**src/rtl/cfg_lock_pkg.sv**
```systemverilog
package cfg_lock_pkg;

    typedef enum logic [2:0] {
        ST_HUNT,
        ST_CMD,
        ST_ID,
        ST_PAY,
        ST_CRC,
        ST_DRAIN
    } phase_e;

    localparam logic [15:0] CRC_POLY = 16'h1021;
    localparam logic [15:0] CRC_SEED = 16'hFFFF;
    localparam int          CRC_BITS = 16;

    function automatic logic [15:0] crc_step(input logic [15:0] cur, input logic b);
        logic fb;
        fb = cur[15] ^ b;
        return {cur[14:0], 1'b0} ^ (fb ? CRC_POLY : 16'h0000);
    endfunction

    function automatic int max_of(input int a, input int b);
        return (a > b) ? a : b;
    endfunction

endpackage

```
**src/rtl/cfg_crc16.sv**
```systemverilog
module cfg_crc16
    import cfg_lock_pkg::*;
(
    input  logic        clk,
    input  logic        rst_n,
    input  logic        seed_load,
    input  logic        en,
    input  logic        din,
    output logic [15:0] crc
);
    typedef struct packed {
        logic [15:0] val;
    } crc_t;

    crc_t crc_d, crc_q;

    always_comb begin
        crc_d = crc_q;
        if (seed_load) begin
            crc_d.val = CRC_SEED;
        end else if (en) begin
            crc_d.val = crc_step(crc_q.val, din);
        end
    end

    always_ff @(posedge clk or negedge rst_n) begin
        if (!rst_n) begin
            crc_q <= '{val: CRC_SEED};
        end else begin
            crc_q <= crc_d;
        end
    end

    assign crc = crc_q.val;
endmodule

```
**config.mk**
```make
export PLATFORM = sky130hd
export DESIGN_NAME = cfg_crc16
export DESIGN_NICKNAME = d
export VERILOG_FILES = /design/src/rtl/cfg_lock_pkg.sv /design/src/rtl/cfg_crc16.sv
export SDC_FILE = /design/constraint.sdc
export NUM_CORES = 1
export LEC_CHECK = 0
export BUFFER_PORTS_ARGS = -buffer_cell sky130_fd_sc_hd__clkbuf_2
export CAP_MARGIN = 10
export CORE_MARGIN = 2
export CORE_UTILIZATION = 44
export DETAILED_ROUTE_END_ITERATION = 7
export PLACE_DENSITY = 0.69
export RECOVER_POWER = 50
export SKIP_CTS_REPAIR_TIMING = 1
export SYNTH_ARGS = -nofsm -noshare
export SYNTH_HDL_FRONTEND = slang
export SYNTH_SLANG_ARGS = --single-unit
```
**constraint.sdc**
```tcl
create_clock -name clk -period 2.37 [get_ports clk]
set_input_delay 0.474 -clock clk [delete_from_list [all_inputs] [get_ports clk]]
set_output_delay 0.474 -clock clk [all_outputs]
set_load 0.02 [all_outputs]
```
==> results of run 1 <==
==> synth_stat cells <==
master,instances,area (um2)
dfstp_2,16,420
xor3_1,2,47.6
clkbuf_1,1,3.75
a211o_1,16,140
buf_2,4,20.0
xor2_1,1,8.76
nor2b_1,16,100
==> cell families (layout without fill, tap and decap cells) <==
group,Yosys count,after routing,synth area share (%)
compound gates,16,16,18.9
xor+xnor,3,3,7.60
buf+inv,5,23,3.21
flops,16,16,56.8
simple gates,16,16,13.5
==> path summary, 6_finish.rpt <==
kind / endpoint / slack (ps) / cells after the start
max in group asynchronous: crc[2]$_DFFE_PN1P_ / 1660 / 1
worst min register to register: crc[11]$_DFFE_PN1P_ / 620 / 1
worst min-delay path: crc[11]$_DFFE_PN1P_ / 620 / 1
worst max-delay path: crc[3]$_DFFE_PN1P_ / 820 / 3
worst max register to register: crc[5]$_DFFE_PN1P_ / 1100 / 2
min in group asynchronous: crc[9]$_DFFE_PN1P_ / 680 / 1
==> worst max-delay path: cells and delay by family <==
family	cells	cell delay, ps
buffers and inverters	1	860
AOI/OAI and AO/OA	1	310
and+or+nand+nor	1	100
==> layout make-up <==
| cell class | count | area share, % |
|---|---|---|
| timing repair buffer | 20 | 11.4 |
| multi-input combinational | 35 | 34.6 |
| clock buffer | 3 | 2.63 |
| sequential | 16 | 49.1 |
| tap | 16 | 2.34 |
==> power groups by stage <==
| stage | Combinational (mW) | Clock (mW) | Sequential, mW |
|---|---|---|---|
| after floorplan | 0.0517 | 0 | 0.348 |
| after global placement | 0.105 | 0 | 0.325 |
| after detailed placement | 0.106 | 0 | 0.325 |
| after CTS | 0.107 | 0.143 | 0.321 |
| after global routing | 0.115 | 0.152 | 0.323 |
| final | 0.105 | 0.132 | 0.320 |
==> metal layers <==
layer | vias to the layer above | global-route usage [%] | share of wire, %
li1 | 236 | - | -
met1 | 235 | 16.5 | 46
met2 | 10 | 18.9 | 49
met3 | 2 | 2.80 | 4.9
met4 | 0 | 8.82 | 0.68
met5 | - | 0 | 0
==> flow_results.xml, run 1 <==
<?xml version="1.0" encoding="UTF-8"?>
<metrics>
  <group name="synth">
    <metric name="syn_inst" unit="">56</metric>
    <metric name="synthesis.area_per_instance" unit="um2">13.2</metric>
    <metric name="ys_seq_elements" unit="">16</metric>
    <metric name="postSynthNetCount" unit="">61</metric>
    <metric name="yosysWarnings" unit="">0</metric>
    <metric name="post_synth_instance_area" unit="um2">741</metric>
    <metric name="seq_area_frac_synth" unit="%">56.8</metric>
    <metric name="synth.lib_cells_used.distinct" unit="">7</metric>
  </group>
  <group name="die">
    <metric name="initial_core_util" unit="%">48.1</metric>
    <metric name="die_outline_area" unit="um2">2030</metric>
    <metric name="die_width" unit="um">45.0</metric>
    <metric name="standard_cell_row_count" unit="">14</metric>
    <metric name="core_region_area" unit="um2">1540</metric>
    <metric name="die_h" unit="um">45.0</metric>
    <metric name="io-pin-count" unit="">21</metric>
  </group>
  <group name="job">
    <metric name="total_of_max_cap_violations" unit="">0</metric>
  </group>
  <group name="critical_path">
    <metric name="path_cells" unit="">clkbuf_1 -&gt; nor2b_1 -&gt; a211o_1</metric>
    <metric name="worstPathArrival" unit="ps">1750</metric>
    <metric name="timing.critical_path.from" unit="">en</metric>
    <metric name="criticalPathCategory" unit="">primary input to flip-flop</metric>
    <metric name="critical-path-slowest-cell" unit="">clkbuf_1</metric>
    <metric name="largest_fanout_on_the_critical_path" unit="">32</metric>
    <metric name="critical_path.reg2reg.startpoint" unit="">crc[15]$_DFFE_PN1P_</metric>
    <metric name="cpPeakStageDelay" unit="ps">860</metric>
    <metric name="critical_path.endpoint_type" unit="">flip-flop</metric>
    <metric name="critPathRequiredTime" unit="ps">2570</metric>
    <metric name="launching_element_type_of_the_critical_path" unit="">primary input</metric>
  </group>
  <group name="sta">
    <metric name="clock.fmax" unit="MHz">644</metric>
    <metric name="setup_ws" unit="ps">818</metric>
    <metric name="final_min_period_over_clock_period" unit="%">65.5</metric>
    <metric name="rsz0062_at_grt" unit="">false</metric>
    <metric name="timing.clock.skew" unit="ps">1.41</metric>
    <metric name="post_route_setup_tns" unit="ps">0</metric>
    <metric name="timing.final.max_slew_violations" unit="">0</metric>
    <metric name="final.hold.worst_slack" unit="ps">622</metric>
    <metric name="maxSlewHeadroom" unit="%">20.0</metric>
    <metric name="setup_viol_count_final" unit="">0</metric>
    <metric name="final_hold_viol_count" unit="">0</metric>
    <metric name="worst-slew-pin-transition" unit="ps">1200</metric>
    <metric name="final.min_clock_period" unit="ps">1550</metric>
  </group>
  <group name="placed_design">
    <metric name="detailedPlace.worstSlack" unit="ps">966</metric>
    <metric name="post_dp_cell_area" unit="um2">837</metric>
    <metric name="dp.final_hpwl" unit="um">774</metric>
    <metric name="globalplace.congestion" unit="">0.705</metric>
    <metric name="portBuffers" unit="">20</metric>
    <metric name="dp_cells" unit="">87</metric>
  </group>
  <group name="clock_network">
    <metric name="clock_sinks" unit="">16</metric>
    <metric name="clock_tree.buffer_depth" unit="">2</metric>
    <metric name="cts_tree" unit="">built</metric>
    <metric name="clock_insertion_delay_worst_skew" unit="ps">270</metric>
    <metric name="clk_pin_slew" unit="ps">80</metric>
    <metric name="htree_levels" unit="">1</metric>
    <metric name="clock-root-buffer" unit="">clkbuf_4</metric>
    <metric name="cts-buffers-inserted" unit="">3</metric>
  </group>
  <group name="grt">
    <metric name="grt_overflow" unit="">0</metric>
    <metric name="grtUsageTotal" unit="%">12.7</metric>
    <metric name="first_global_vias" unit="">436</metric>
    <metric name="grt_pass1_wl" unit="um">1830</metric>
    <metric name="largest_net_degree_at_the_start_of_global_routing" unit="">33</metric>
    <metric name="grt_antenna_before_repair" unit="">0</metric>
  </group>
  <group name="pwr">
    <metric name="leakagePower" unit="nW">0.382</metric>
    <metric name="power_density" unit="nW/um2">649</metric>
    <metric name="power.combinational.fraction" unit="%">18.8</metric>
    <metric name="clockPowerShare" unit="%">23.7</metric>
    <metric name="power.ir.vdd_worst" unit="uV">281</metric>
    <metric name="share_seq_of_total_power" unit="%">57.5</metric>
    <metric name="power.switching" unit="mW">0.146</metric>
    <metric name="swShare" unit="%">26.2</metric>
    <metric name="p_int" unit="mW">0.411</metric>
    <metric name="fin_total_pwr" unit="mW">0.557</metric>
  </group>
  <group name="layout">
    <metric name="ff_latch_area" unit="um2">420</metric>
    <metric name="final_net_count" unit="">81</metric>
    <metric name="finalNonFillerCells" unit="">90</metric>
    <metric name="largest_reg_flops" unit="">16</metric>
    <metric name="final_cell_area" unit="um2">857</metric>
    <metric name="layout.filler_cells" unit="">142</metric>
    <metric name="area_occupied_by_multi_input_gates" unit="um2">297</metric>
    <metric name="mostFrequentLayoutCell" unit="">clkbuf_2</metric>
    <metric name="final_cell_mix" unit="">clkbuf_2, nor2b_1, a211o_1, dfstp_2, clkbuf_4</metric>
    <metric name="postLayoutCoreUtil" unit="%">55.6</metric>
    <metric name="antenna_cells_inserted" unit="">0</metric>
    <metric name="layout-drive-gt1-share" unit="%">50.0</metric>
    <metric name="areaGrowthSynthToFinish" unit="%">15.7</metric>
  </group>
  <group name="drt">
    <metric name="detail_route.drc_violations" unit="">0</metric>
    <metric name="vias_per_cell" unit="">5.37</metric>
    <metric name="detailedRoute.firstIterationViolations" unit="">4</metric>
    <metric name="postRouteAntennaNets" unit="">0</metric>
    <metric name="firstDrtPassIters" unit="">4</metric>
    <metric name="via_count_of_the_routed_design" unit="">483</metric>
    <metric name="drt-total-wl" unit="um">1170</metric>
    <metric name="routedWlPerCell" unit="um">13.0</metric>
  </group>
  <group name="hold_path">
    <metric name="worstHoldStart" unit="">crc[10]$_DFFE_PN1P_</metric>
    <metric name="min-delay-path-class" unit="">flip-flop to flip-flop</metric>
  </group>
  <group name="status">
    <metric name="outcome" unit="">completed</metric>
  </group>
</metrics>
(Power assumes the default switching activity.)
==> run 2, diff against run 1 <==
--- a/config.mk
+++ b/config.mk
@@ -5,12 +5,13 @@
 export SDC_FILE = /design/constraint.sdc
 export NUM_CORES = 1
 export LEC_CHECK = 0
+export ABC_AREA = 1
 export BUFFER_PORTS_ARGS = -buffer_cell sky130_fd_sc_hd__clkbuf_2
 export CAP_MARGIN = 10
 export CORE_MARGIN = 2
 export CORE_UTILIZATION = 44
 export DETAILED_ROUTE_END_ITERATION = 7
-export PLACE_DENSITY = 0.69
+export PLACE_DENSITY = 0.72
 export RECOVER_POWER = 50
 export SKIP_CTS_REPAIR_TIMING = 1
 export SYNTH_ARGS = -nofsm -noshare
==> constraint.sdc (replaced) <==
create_clock -name clk -period 1.35 [get_ports clk]
set_input_delay 0.27 -clock clk [delete_from_list [all_inputs] [get_ports clk]]
set_output_delay 0.27 -clock clk [all_outputs]
set_load 0.02 [all_outputs]
==> flow_results.xml, run 2 <==
<?xml version="1.0" encoding="UTF-8"?>
<metrics>
  <group name="status">
    <metric name="outcome" unit="">completed</metric>
  </group>
  <group name="synth">
    <metric name="yosys.area.top_type" unit="">dfstp_2</metric>
    <metric name="ys_seq_elements" unit="">16</metric>
    <metric name="synthesis.area_per_instance" unit="um2">11.1</metric>
    <metric name="synth_top_flop_cell" unit="">dfstp_2</metric>
    <metric name="syn_inst" unit="">67</metric>
    <metric name="postSynthNetCount" unit="">72</metric>
    <metric name="yosys-top-cells-count" unit="">dfstp_2, inv_1, a22oi_2</metric>
    <metric name="post_synth_edffs" unit="">0</metric>
    <metric name="synth.top_cell.area_share" unit="%">56.5</metric>
    <metric name="yosysWarnings" unit="">0</metric>
    <metric name="post_synth_instance_area" unit="um2">744</metric>
    <metric name="yosys-top-cells-area" unit="">dfstp_2, a22oi_2, inv_1</metric>
    <metric name="synth.lib_cells_used.distinct" unit="">11</metric>
    <metric name="seq_area_frac_synth" unit="%">56.5</metric>
    <metric name="ys_async_sr_fraction" unit="%">100</metric>
  </group>
  <group name="clock_network">
    <metric name="clock_sinks" unit="">16</metric>
    <metric name="clock-root-buffer" unit="">clkbuf_4</metric>
    <metric name="htree_levels" unit="">1</metric>
    <metric name="cts-buffers-inserted" unit="">3</metric>
    <metric name="clk_pin_slew" unit="ps">80</metric>
    <metric name="clock_insertion_delay_worst_skew" unit="ps">280</metric>
    <metric name="cts_tree" unit="">built</metric>
    <metric name="clock_tree.buffer_depth" unit="">2</metric>
  </group>
  <group name="die">
    <metric name="die_width" unit="um">45.1</metric>
    <metric name="die_outline_area" unit="um2">2040</metric>
    <metric name="die_h" unit="um">45.1</metric>
    <metric name="core_region_area" unit="um2">1540</metric>
    <metric name="initial_core_util" unit="%">48.3</metric>
    <metric name="io-pin-count" unit="">21</metric>
    <metric name="standard_cell_row_count" unit="">14</metric>
  </group>
  <group name="grt">
    <metric name="grt_pass1_wl" unit="um">2230</metric>
    <metric name="grt_antenna_before_repair" unit="">0</metric>
    <metric name="largest_net_degree_at_the_start_of_global_routing" unit="">17</metric>
    <metric name="grt_overflow" unit="">0</metric>
    <metric name="grtUsageTotal" unit="%">15.4</metric>
    <metric name="first_global_vias" unit="">535</metric>
  </group>
  <group name="sta">
    <metric name="timing.final.max_slew_violations" unit="">0</metric>
    <metric name="final_hold_viol_count" unit="">0</metric>
    <metric name="maxSlewHeadroom" unit="%">45.0</metric>
    <metric name="setup_viol_count_final" unit="">0</metric>
    <metric name="clock.fmax" unit="MHz">776</metric>
    <metric name="post_route_setup_tns" unit="ps">0</metric>
    <metric name="worst-slew-pin-transition" unit="ps">825</metric>
    <metric name="rsz0062_at_grt" unit="">false</metric>
    <metric name="final.hold.worst_slack" unit="ps">258</metric>
    <metric name="timing.clock.skew" unit="ps">3.41</metric>
    <metric name="final_min_period_over_clock_period" unit="%">95.4</metric>
    <metric name="final.min_clock_period" unit="ps">1290</metric>
  </group>
  <group name="critical_path">
    <metric name="path_buf_inv" unit="">1</metric>
    <metric name="largest_fanout_on_the_critical_path" unit="">4</metric>
    <metric name="criticalPathCategory" unit="">flip-flop to primary output</metric>
    <metric name="path_cells" unit="">clkbuf_2</metric>
    <metric name="worst_r2r_path_depth" unit="">5</metric>
    <metric name="worstPathArrival" unit="ps">1020</metric>
    <metric name="critPathRequiredTime" unit="ps">1080</metric>
    <metric name="launching_element_type_of_the_critical_path" unit="">flip-flop</metric>
    <metric name="cpPeakStageDelay" unit="ps">570</metric>
    <metric name="worstSetupPathDepth" unit="">1</metric>
    <metric name="critical-path-slowest-cell" unit="">dfstp_2</metric>
    <metric name="critical_path.endpoint_type" unit="">primary output</metric>
    <metric name="path_delay_family" unit="">flip-flops</metric>
  </group>
  <group name="job">
    <metric name="total_of_max_cap_violations" unit="">0</metric>
  </group>
  <group name="pwr">
    <metric name="power.ir.vdd_worst" unit="uV">617</metric>
    <metric name="leakagePower" unit="nW">0.453</metric>
    <metric name="power_density" unit="nW/um2">986</metric>
  </group>
  <group name="layout">
    <metric name="areaGrowthSynthToFinish" unit="%">14.8</metric>
    <metric name="mostFrequentLayoutCell" unit="">clkbuf_2</metric>
    <metric name="largest_reg_flops" unit="">16</metric>
    <metric name="antenna_cells_inserted" unit="">0</metric>
    <metric name="final_cell_mix" unit="">clkbuf_2, inv_1, dfstp_2</metric>
    <metric name="layout-drive-gt1-share" unit="%">51.7</metric>
    <metric name="layout.filler_cells" unit="">147</metric>
    <metric name="final_net_count" unit="">96</metric>
  </group>
  <group name="placed_design">
    <metric name="portBuffers" unit="">20</metric>
    <metric name="dp.final_hpwl" unit="um">1030</metric>
    <metric name="globalplace.congestion" unit="">0.706</metric>
  </group>
  <group name="hold_path">
    <metric name="hold-path-cell-count" unit="">3</metric>
    <metric name="min-delay-path-class" unit="">primary input to flip-flop</metric>
  </group>
  <group name="drt">
    <metric name="routedWlPerCell" unit="um">12.9</metric>
    <metric name="vias_per_cell" unit="">5.15</metric>
    <metric name="firstDrtPassIters" unit="">3</metric>
    <metric name="postRouteAntennaNets" unit="">0</metric>
    <metric name="detailedRoute.firstIterationViolations" unit="">6</metric>
    <metric name="via_count_of_the_routed_design" unit="">541</metric>
    <metric name="detail_route.drc_violations" unit="">0</metric>
    <metric name="drt-total-wl" unit="um">1350</metric>
  </group>
</metrics>
[run 2: cell types whose count changed in the layout (fill, tap and decap cells not counted), moves of 6 or more]
cell,delta
a211o_1,-16
nor2b_1,-16
nand2_1,+7
a22oi_1,+6
nand3_1,+6
inv_1,+16
a22oi_2,+6
[run 2: logic make-up after synthesis]
family	count (synthesis)	synth area share, %
and+or+nand+nor	17	10.6
buffers and inverters	18	11.1
DFF	16	56.5
AOI/OAI and AO/OA	16	21.8
[run 2: metal layers]
layer / routed length [um] / track usage [%]
met3: 58 / 2.80
met1: 619 / 19.4
met2: 658 / 24.9
met4: 14 / 8.82
met5: 0 / 0
[run 2: worst paths after layout]
kind	startpoint	endpoint	slack (ps)
hold reg to reg	crc[10]$_DFFE_PN1P_	crc[11]$_DFFE_PN1P_	500
min in group asynchronous	rst_n	crc[1]$_DFFE_PN1P_	460
setup / recovery	crc[15]$_DFFE_PN1P_	crc[15]	60
setup reg to reg	crc[15]$_DFFE_PN1P_	crc[12]$_DFFE_PN1P_	290
hold / removal	en	crc[5]$_DFFE_PN1P_	260
max in group asynchronous	rst_n	crc[12]$_DFFE_PN1P_	850
[run 2: area by class of cell]
class / instances / area [um2] / area share [%]
tap: 16 / 20.0 / 2.34
timing repair buffer: 21 / 105 / 12.3
clock buffer: 3 / 22.5 / 2.64
inverter: 16 / 60.1 / 7.03
multi-input combinational: 33 / 226 / 26.5
sequential: 16 / 420 / 49.2
[run 2: where the power goes]
part	leakage (nW)	switching, mW	total, mW	internal [mW]
combinational	0.273	0.0684	0.0963	0.0279
clock	0.0138	0.136	0.239	0.103
sequential	0.166	0.00694	0.508	0.501
total	0.453	0.211	0.843	0.632
[run 2: worst register-to-register path, delay by kind of cell (launching register included)]
| family | cells | cell delay [ps] |
|---|---|---|
| simple gates | 4 | 360 |
| flops | 1 | 570 |
| buf+inv | 1 | 70 |
[run 2: stage by stage]
stage	cells	instance area [um2]	utilization, %	worst slack [ps]	power (mW)
6_report	105	855	55.4	61.8	0.843
3_5_place_dp	102	850	55.1	70.8	0.618
5_1_grt	105	855	55.4	37.0	0.887
4_1_cts	105	872	56.6	50.3	0.867
3_3_place_gp	102	850	55.1	128	0.615
2_1_floorplan	67	744	-	337	0.582
